[config.mk]
export PLATFORM = sky130hd
export DESIGN_NAME = sysaux_regs
export DESIGN_NICKNAME = d
export VERILOG_FILES = /design/src/rtl/sysaux_pkg.sv /design/src/rtl/sysaux_decode.sv /design/src/rtl/sysaux_datapath.sv /design/src/rtl/sysaux_regs.sv
export SDC_FILE = /design/constraint.sdc
export NUM_CORES = 1
export LEC_CHECK = 0
export BUFFER_PORTS_ARGS = -buffer_cell sky130_fd_sc_hd__buf_2
export CAP_MARGIN = 40
export CORE_MARGIN = 1
export CORE_UTILIZATION = 45
export CTS_CLUSTER_DIAMETER = 120
export DETAILED_ROUTE_END_ITERATION = 10
export GPL_TIMING_DRIVEN = 1
export PLACE_DENSITY = 0.67
export SYNTH_ARGS = -nofsm -noshare
export SYNTH_HDL_FRONTEND = slang
export SYNTH_HIERARCHICAL = 1
export SYNTH_SLANG_ARGS = --single-unit
[constraint.sdc]
create_clock -name clk -period 2 [get_ports clk]
set_input_delay 0.3 -clock clk [delete_from_list [all_inputs] [get_ports clk]]
set_output_delay 0.3 -clock clk [all_outputs]
set_load 0.05 [all_outputs]
[src/rtl/sysaux_pkg.sv]
package sysaux_pkg;
  localparam int ADDR_W = 28;
  localparam int DATA_W = 8;
  localparam int SEL_HI = 27;
  localparam int SEL_LO = 16;
  localparam int SEL_W  = SEL_HI - SEL_LO + 1;
  localparam int AUX2_W = 3;

  localparam logic [SEL_W-1:0] OFS_CFG   = 12'h180;
  localparam logic [SEL_W-1:0] OFS_AUX1  = 12'h190;
  localparam logic [SEL_W-1:0] OFS_AUX2  = 12'h191;
  localparam logic [SEL_W-1:0] OFS_DIAG  = 12'h1A0;
  localparam logic [SEL_W-1:0] OFS_MCTRL = 12'h1B0;
  localparam logic [SEL_W-1:0] OFS_SYS   = 12'h1F0;
  localparam logic [SEL_W-1:0] OFS_PM    = 12'hA00;

  localparam int PF_BIT    = 2;  // aux2 sticky fail flag
  localparam int CLR_BIT   = 1;  // aux2 write: clear fail flag
  localparam int OFF_BIT   = 0;  // aux2 write: shutdown
  localparam int IRQEN_BIT = 3;  // config: fail interrupt enable
  localparam int SYSRST_BIT = 0; // system control: reset

  typedef enum logic [2:0] {
    SEL_NONE, SEL_CFG, SEL_AUX1, SEL_AUX2, SEL_DIAG, SEL_MCTRL, SEL_SYS, SEL_PM
  } regSel_e;

  typedef struct packed {
    logic    wrCfg;
    logic    wrAux1;
    logic    wrAux2;
    logic    wrDiag;
    logic    wrMctrl;
    logic    wrSys;
    logic    rdEn;
    regSel_e rdSel;
  } strobes_t;
endpackage

[src/rtl/sysaux_decode.sv]
module sysaux_decode
  import sysaux_pkg::*;
(
  input  logic [ADDR_W-1:0] busAddr,
  input  logic              busWrEn,
  input  logic              busRdEn,
  output strobes_t          strb
);
  regSel_e sel;

  always_comb begin
    case (busAddr[SEL_HI:SEL_LO])
      OFS_CFG:   sel = SEL_CFG;
      OFS_AUX1:  sel = SEL_AUX1;
      OFS_AUX2:  sel = SEL_AUX2;
      OFS_DIAG:  sel = SEL_DIAG;
      OFS_MCTRL: sel = SEL_MCTRL;
      OFS_SYS:   sel = SEL_SYS;
      OFS_PM:    sel = SEL_PM;
      default:   sel = SEL_NONE;
    endcase
  end

  always_comb begin
    strb.wrCfg   = busWrEn && (sel == SEL_CFG);
    strb.wrAux1  = busWrEn && (sel == SEL_AUX1);
    strb.wrAux2  = busWrEn && (sel == SEL_AUX2);
    strb.wrDiag  = busWrEn && (sel == SEL_DIAG);
    strb.wrMctrl = busWrEn && (sel == SEL_MCTRL);
    strb.wrSys   = busWrEn && (sel == SEL_SYS);
    strb.rdEn    = busRdEn;
    strb.rdSel   = sel;
  end
endmodule

[src/rtl/sysaux_datapath.sv]
module sysaux_datapath
  import sysaux_pkg::*;
(
  input  logic              clk,
  input  logic              rstN,
  input  logic              porN,
  input  strobes_t          strb,
  input  logic [DATA_W-1:0] wrData,
  input  logic              powerFail,
  output logic [DATA_W-1:0] rdData,
  output logic              irqOut,
  output logic              shutdownReq,
  output logic              resetReq
);
  logic [DATA_W-1:0] cfgQ, aux1Q, diagQ, mctrlQ;
  logic [AUX2_W-1:0] aux2Q, aux2Nxt;
  logic              pfPrevQ;
  logic              pfEvent;
  logic [DATA_W-1:0] rdMux;

  assign pfEvent = (powerFail != pfPrevQ);

  // aux2 next value: bus write first, power-fail event last (it wins bit 2)
  always_comb begin
    aux2Nxt = aux2Q;
    if (strb.wrAux2) begin
      if (wrData[CLR_BIT])
        aux2Nxt = {{(AUX2_W-1){1'b0}}, wrData[OFF_BIT]};
      else
        aux2Nxt = {aux2Q[PF_BIT], wrData[CLR_BIT:OFF_BIT]};
    end
    if (pfEvent)
      aux2Nxt[PF_BIT] = powerFail & cfgQ[IRQEN_BIT];
  end

  always_comb begin
    case (strb.rdSel)
      SEL_CFG:   rdMux = cfgQ;
      SEL_AUX1:  rdMux = aux1Q;
      SEL_AUX2:  rdMux = {{(DATA_W-AUX2_W){1'b0}}, aux2Q};
      SEL_DIAG:  rdMux = diagQ;
      SEL_MCTRL: rdMux = mctrlQ;
      default:   rdMux = '0;
    endcase
  end

  always_ff @(posedge clk or negedge rstN) begin
    if (!rstN) begin
      cfgQ        <= '0;
      aux1Q       <= '0;
      aux2Q       <= '0;
      mctrlQ      <= '0;
      pfPrevQ     <= 1'b0;
      rdData      <= '0;
      shutdownReq <= 1'b0;
      resetReq    <= 1'b0;
    end else begin
      if (strb.wrCfg)   cfgQ   <= wrData;
      if (strb.wrAux1)  aux1Q  <= wrData;
      if (strb.wrMctrl) mctrlQ <= wrData;
      aux2Q       <= aux2Nxt;
      pfPrevQ     <= powerFail;
      rdData      <= strb.rdEn ? rdMux : '0;
      shutdownReq <= strb.wrAux2 & aux2Nxt[OFF_BIT];
      resetReq    <= strb.wrSys & wrData[SYSRST_BIT];
    end
  end

  // diagnostic byte lives in the power-on reset domain only
  always_ff @(posedge clk or negedge porN) begin
    if (!porN)            diagQ <= '0;
    else if (strb.wrDiag) diagQ <= wrData;
  end

  assign irqOut = aux2Q[PF_BIT] & cfgQ[IRQEN_BIT];
endmodule

[src/rtl/sysaux_regs.sv]
module sysaux_regs
  import sysaux_pkg::*;
(
  input  logic              clk,
  input  logic              rstN,
  input  logic              porN,
  input  logic [ADDR_W-1:0] busAddr,
  input  logic [DATA_W-1:0] busWrData,
  input  logic              busWrEn,
  input  logic              busRdEn,
  output logic [DATA_W-1:0] busRdData,
  input  logic              powerFail,
  output logic              irqOut,
  output logic              shutdownReq,
  output logic              resetReq
);
  strobes_t strb;

  sysaux_decode u_decode (
    .busAddr (busAddr),
    .busWrEn (busWrEn),
    .busRdEn (busRdEn),
    .strb    (strb)
  );

  sysaux_datapath u_dp (
    .clk         (clk),
    .rstN        (rstN),
    .porN        (porN),
    .strb        (strb),
    .wrData      (busWrData),
    .powerFail   (powerFail),
    .rdData      (busRdData),
    .irqOut      (irqOut),
    .shutdownReq (shutdownReq),
    .resetReq    (resetReq)
  );
endmodule

# Word-level counts from Yosys, hierarchy flattened
# Index checks and enable logic that the tools add are counted.
# word_totals
regBits	46
elab_cells	44
# classes
eq_ne	14
n_mux	6
bitwise_logic	4
n_reduce_logical	9
# op_table
op	count
$eq 12x9->1 const B	6
$pmux 8 s5	1
$pmux 3 s7	1
$eq 12x12->1 const B	1
$eq 3x3->1 const B	3
$mux 8	1
$eq 3x2->1 const B	2
$logic_and 1x1->1	6
$mux 3	2
$and 1x1->1	4
$reduce_bool 2->1	2
$eq 3x1->1 const B	1
$reduce_and 2->1	1
$mux 1	1
$ne 1x1->1	1

# Logic depth before layout (Yosys ltp)
# logic_depth
ltp_word	6
ltp_mapped	10
ltp_nobuf	7

# Cells and area by module
# The synthesis kept the hierarchy.
# modules_own_cells
mod	n_inst	cells_per_inst	area_per_inst_um2
sysaux_datapath	1	148	2000.7
sysaux_decode	1	37	246.5

# Least setup slack after synthesis
# No wires, ideal clock.
# synth_path
path_type	input to register
start	input busAddr[21]
end	register u_dp.rdData[3]
setup_time_ns	0.123
arrival_time_ns	1.834
t_required_ns	1.877
slack_ns	0.043
stages	10
cell_sequence	buf_6 -> nor4b_1 -> and4b_1 -> a31oi_1 -> a21oi_1 -> buf_6 -> buf_12 -> mux2_2 -> nand2_1 -> a21oi_1
# synth_rtl
element	line	text
start, declared	sysaux_regs.sv:7	input logic [ADDR_W-1:0] busAddr,
end signal, assigned	sysaux_datapath.sv:63	rdData <= strb.rdEn ? rdMux : '0;
end, declared	sysaux_datapath.sv:10	output logic [DATA_W-1:0] rdData,

==> flow_results.org <==
** Yosys
- When the netlist entered floorplanning its net count stood at 227.
- Counting flops and latches in the post-synthesis netlist gives 45.
- Number of enable flip-flop cells after synthesis :: 0
- Count of mapped cells out of synthesis :: 185
- Synth Warn # :: 6
- A synthesized cell averages 12.1 um^2.
- Async set-or-reset flop fraction in the synthesized netlist :: 1.00
- Count of different cell masters after synthesis :: 40
- Of the synthesized area, sequential elements account for 0.501.
- In the synthesized netlist the dominant register cell turns out to be dfrtp_1.
- Cell area after synthesis :: 2250 um^2

** Floorplanning
- Width of the die :: 72.7 um
- The floorplan step defined a die boundary enclosing 5280 um^2.
- During I/O placement, the number of pins put on the boundary was 53.
- The floorplan step set the die height to 72.7 um.
- Total number of placement rows :: 25
- For this configuration, the core starts out at a cell density of 0.473.
- The floorplan step defined a core boundary enclosing 4750 um^2.

** Timing
- Timing would allow up to 0.544 GHz.
- The total count of max-transition violations in the final report is 0.
- The final count of hold timing violations came to 0.
- Worst-Margin Slew :: 0.610 ns
- For the final database, setup skew stands at 0.00312 ns.
- Setup violations remaining at the end of the flow were counted as 0.
- Fraction of the cycle the final worst path needs :: 0.919
- Worst relative slew slack :: 0.593
- RSZ-0062 raised after global routing :: no
- The smallest clock period supported by the final layout is computed as 1.84 ns.

** Power
- After layout, the design draws a total of 1.55 mW.
- Worst-case vdd ir drop :: 431 uV
- Fraction of power consumed by combinational cells :: 0.066
- Power Internal :: 1.20 mW
- Switching pwr :: 0.350 mW
- Sw frac :: 0.226
- Power spread over the standard cell area amounts to 566 nW/um^2.
- Portion of total power attributed to sequential cells :: 0.591
- LEAKAGE :: 1.33 nW
- Clock Power Share :: 0.344

** Global route
- The number of antenna violations at the first check in global routing was 0.
- First-pass GRT wire length :: 7440 um
- Across every metal layer, demand over resource in global routing totals 0.188.
- Maximum number of pins on one net before global-route repair :: 27
- After global routing the overflow that remains totals 0.
- The number of global-route vias before repair is 1597.

** Finish
- The multi-input combinational cells in the finished layout cover a total of 1020 um^2.
- P&R area growth vs syn :: 21.8%
- The number of antenna diodes in the final layout is 0.
- Of the cells placed in the final design, the portion with a size suffix greater than 1 is 0.486.
- The final layout contains 286 nets.
- Summing all flip-flop and latch instances after layout gives 1130 um^2.
- In the layout the commonest cells are dfrtp_1 (45), mux2_2 (41), buf_2 (36).
- The finished layout holds 312 standard cells, fillers aside.
- The library cell used most frequently in the layout, excluding fill and tap cells, is dfrtp_1.
- Counting the fill cells in the layout gives 424.

** Outcome
- Outcome :: finished, final reports clean

** Job
- Max-cap violations in this run came to 0.

** Clock tree
- Clock tree synthesis inserted a total of 5 buffers.
- CTS saw 45 sinks.
- CTS placed an instance of clkbuf_8 at the clock tree root.
- The H-tree generated during clock tree synthesis spans 2 levels.
- TritonCTS built the clock tree.
- Clock transition at the registers of the reported paths :: 0.08 ns
- The clock passes through at most 2 buffers.
- At the later pin of the worst-skew pair, clock insertion delay measures 0.29 ns.
- After clock tree synthesis, the setup repair step added 0 buffers.

** Critical path
- Crit path max fanout :: 21
- Critical path start-end classification :: primary input to flop
- Data arrives at the worst endpoint at 2.05 ns.
- STA classifies the critical path endpoint as a flop.
- Crit path launch type :: primary input
- For the worst setup path, the data required time is 2.21 ns.

** Routing
- Dividing the detail-routed wire length by the instance count gives 14.2 um.
- The count of nets left with antenna violations once routing finished came out at 0.
- Count of vias placed by the detailed router :: 1593
- Dividing the detail-routed via count by the number of cells gives 5.11.
- Violation count after the first detailed-route iteration :: 48
- Wires add up to 4450 um.
- After detailed routing, the number of remaining DRC violations is 0.
- For this run, the detailed router's first-pass iteration total came to 4.

** Worst hold path
- The path class of the tightest hold or removal check is primary input to asynchronous set/reset pin.

** Placement
- Detailed placement ended at an HPWL of 3220 um.
- During placement, the flow inserted port buffers numbering 36.
- Placed Cells :: 303
- Gp weighted congestion :: 0.783
sequential cells by signal (all words and copies together), names as in the netlist:
signal	flops
u_dp/cfgQ	8
u_dp/pfPrevQ	1
u_dp/aux1Q	8
u_dp/rdData	8
u_dp/shutdownReq	1
u_dp/diagQ	8
u_dp/mctrlQ	8
u_dp/aux2Q	2
u_dp/resetReq	1
layout make-up:
type	instances	area share
inverters	2	0.00274
clock inverters	3	0.00640
multi-input cells	125	0.373
repair buffers	65	0.151
clock buffers	5	0.0251
flip-flops and latches	45	0.412
well taps	67	0.0306
through the flow:
stage	area (um^2)	setup TNS, ns	hold slack, ns	utilization	worst slack, ns
floorplan	2250	0	0.00441	-	0.0430
global placement	2630	-1.72	0.165	0.553	-0.148
detailed placement	2630	-1.83	0.165	0.553	-0.150
CTS	2730	0	0.0152	0.574	0.132
global route	2740	0	0.0386	0.576	0.0374
finish	2740	0	0.00782	0.576	0.161
path summary, 6_finish.rpt:
check / slack, ns / endpoint / startpoint / cells after the start
setup / recovery: 0.16 / u_dp/rdData[6] / busAddr[27] / 9
max in group asynchronous: 1.42 / u_dp/diagQ[2] / porN / 2
hold / removal: 0.008 / u_dp/aux1Q[1] / rstN / 1
min in group clk: 0.16 / u_dp/pfPrevQ / powerFail / 1
hold reg to reg: 0.51 / u_dp/diagQ[5] / u_dp/diagQ[5] / 1
setup reg to reg: 1.02 / u_dp/rdData[2] / u_dp/aux2Q[2] / 3
kinds of logic after synthesis:
kind of cell           synth area share
flip-flops                        0.501
buffers and inverters            0.0507
AO/OA/AOI/OAI                    0.0785
XOR/XNOR                        0.00780
multiplexers                      0.214
AND/OR/NAND/NOR                   0.148
synthesized netlist by cell type, types with 2 or more instances:
master / instances / area, um^2
buf_6: 4 / 45.0
a211o_1: 2 / 17.5
and2_1: 4 / 25.0
inv_1: 2 / 7.51
nand2_1: 12 / 45.0
dfrtp_1: 45 / 1130
nor4_1: 2 / 12.5
nand3b_1: 12 / 90.1
a21o_1: 6 / 45.0
mux2_2: 41 / 462
nand3_1: 2 / 10.0
mux2i_1: 2 / 20.0
a21oi_1: 13 / 65.1
nor2_1: 7 / 26.3
buf_2: 6 / 30.0
critical path, stage by stage:
cell	delay, ns
buf_2	0.11
nand4bb_1	0.27
nor4b_4	0.32
nand2_1	0.11
a21oi_2	0.18
buf_12	0.18
or3_1	0.14
nand3_2	0.21
a21oi_1	0.21
metal layers:
metal	track usage	wire, um	vias up
li1	-	-	782
met1	0.242	2060	777
met2	0.319	2180	29
met3	0.0304	144	5
met4	0.0719	61	0
met5	0	0	-
what timing repair did:
action / in CTS / in global routing
gates resized for setup: 0 / 1
endpoints found under the hold margin: 8 / 0
endpoints found under the setup margin: 0 / 2
hold buffers: 1 / 0
power groups by stage:
stage / combinational [mW] / sequential [mW] / clock (mW)
6_report: 0.102 / 0.915 / 0.532
5_1_grt: 0.114 / 0.916 / 0.590
4_1_cts: 0.102 / 0.915 / 0.556
3_5_place_dp: 0.0997 / 0.933 / 0
3_3_place_gp: 0.0985 / 0.933 / 0
2_1_floorplan: 0.0268 / 0.933 / 0
Note: power is estimated with default switching activity, not from simulation.
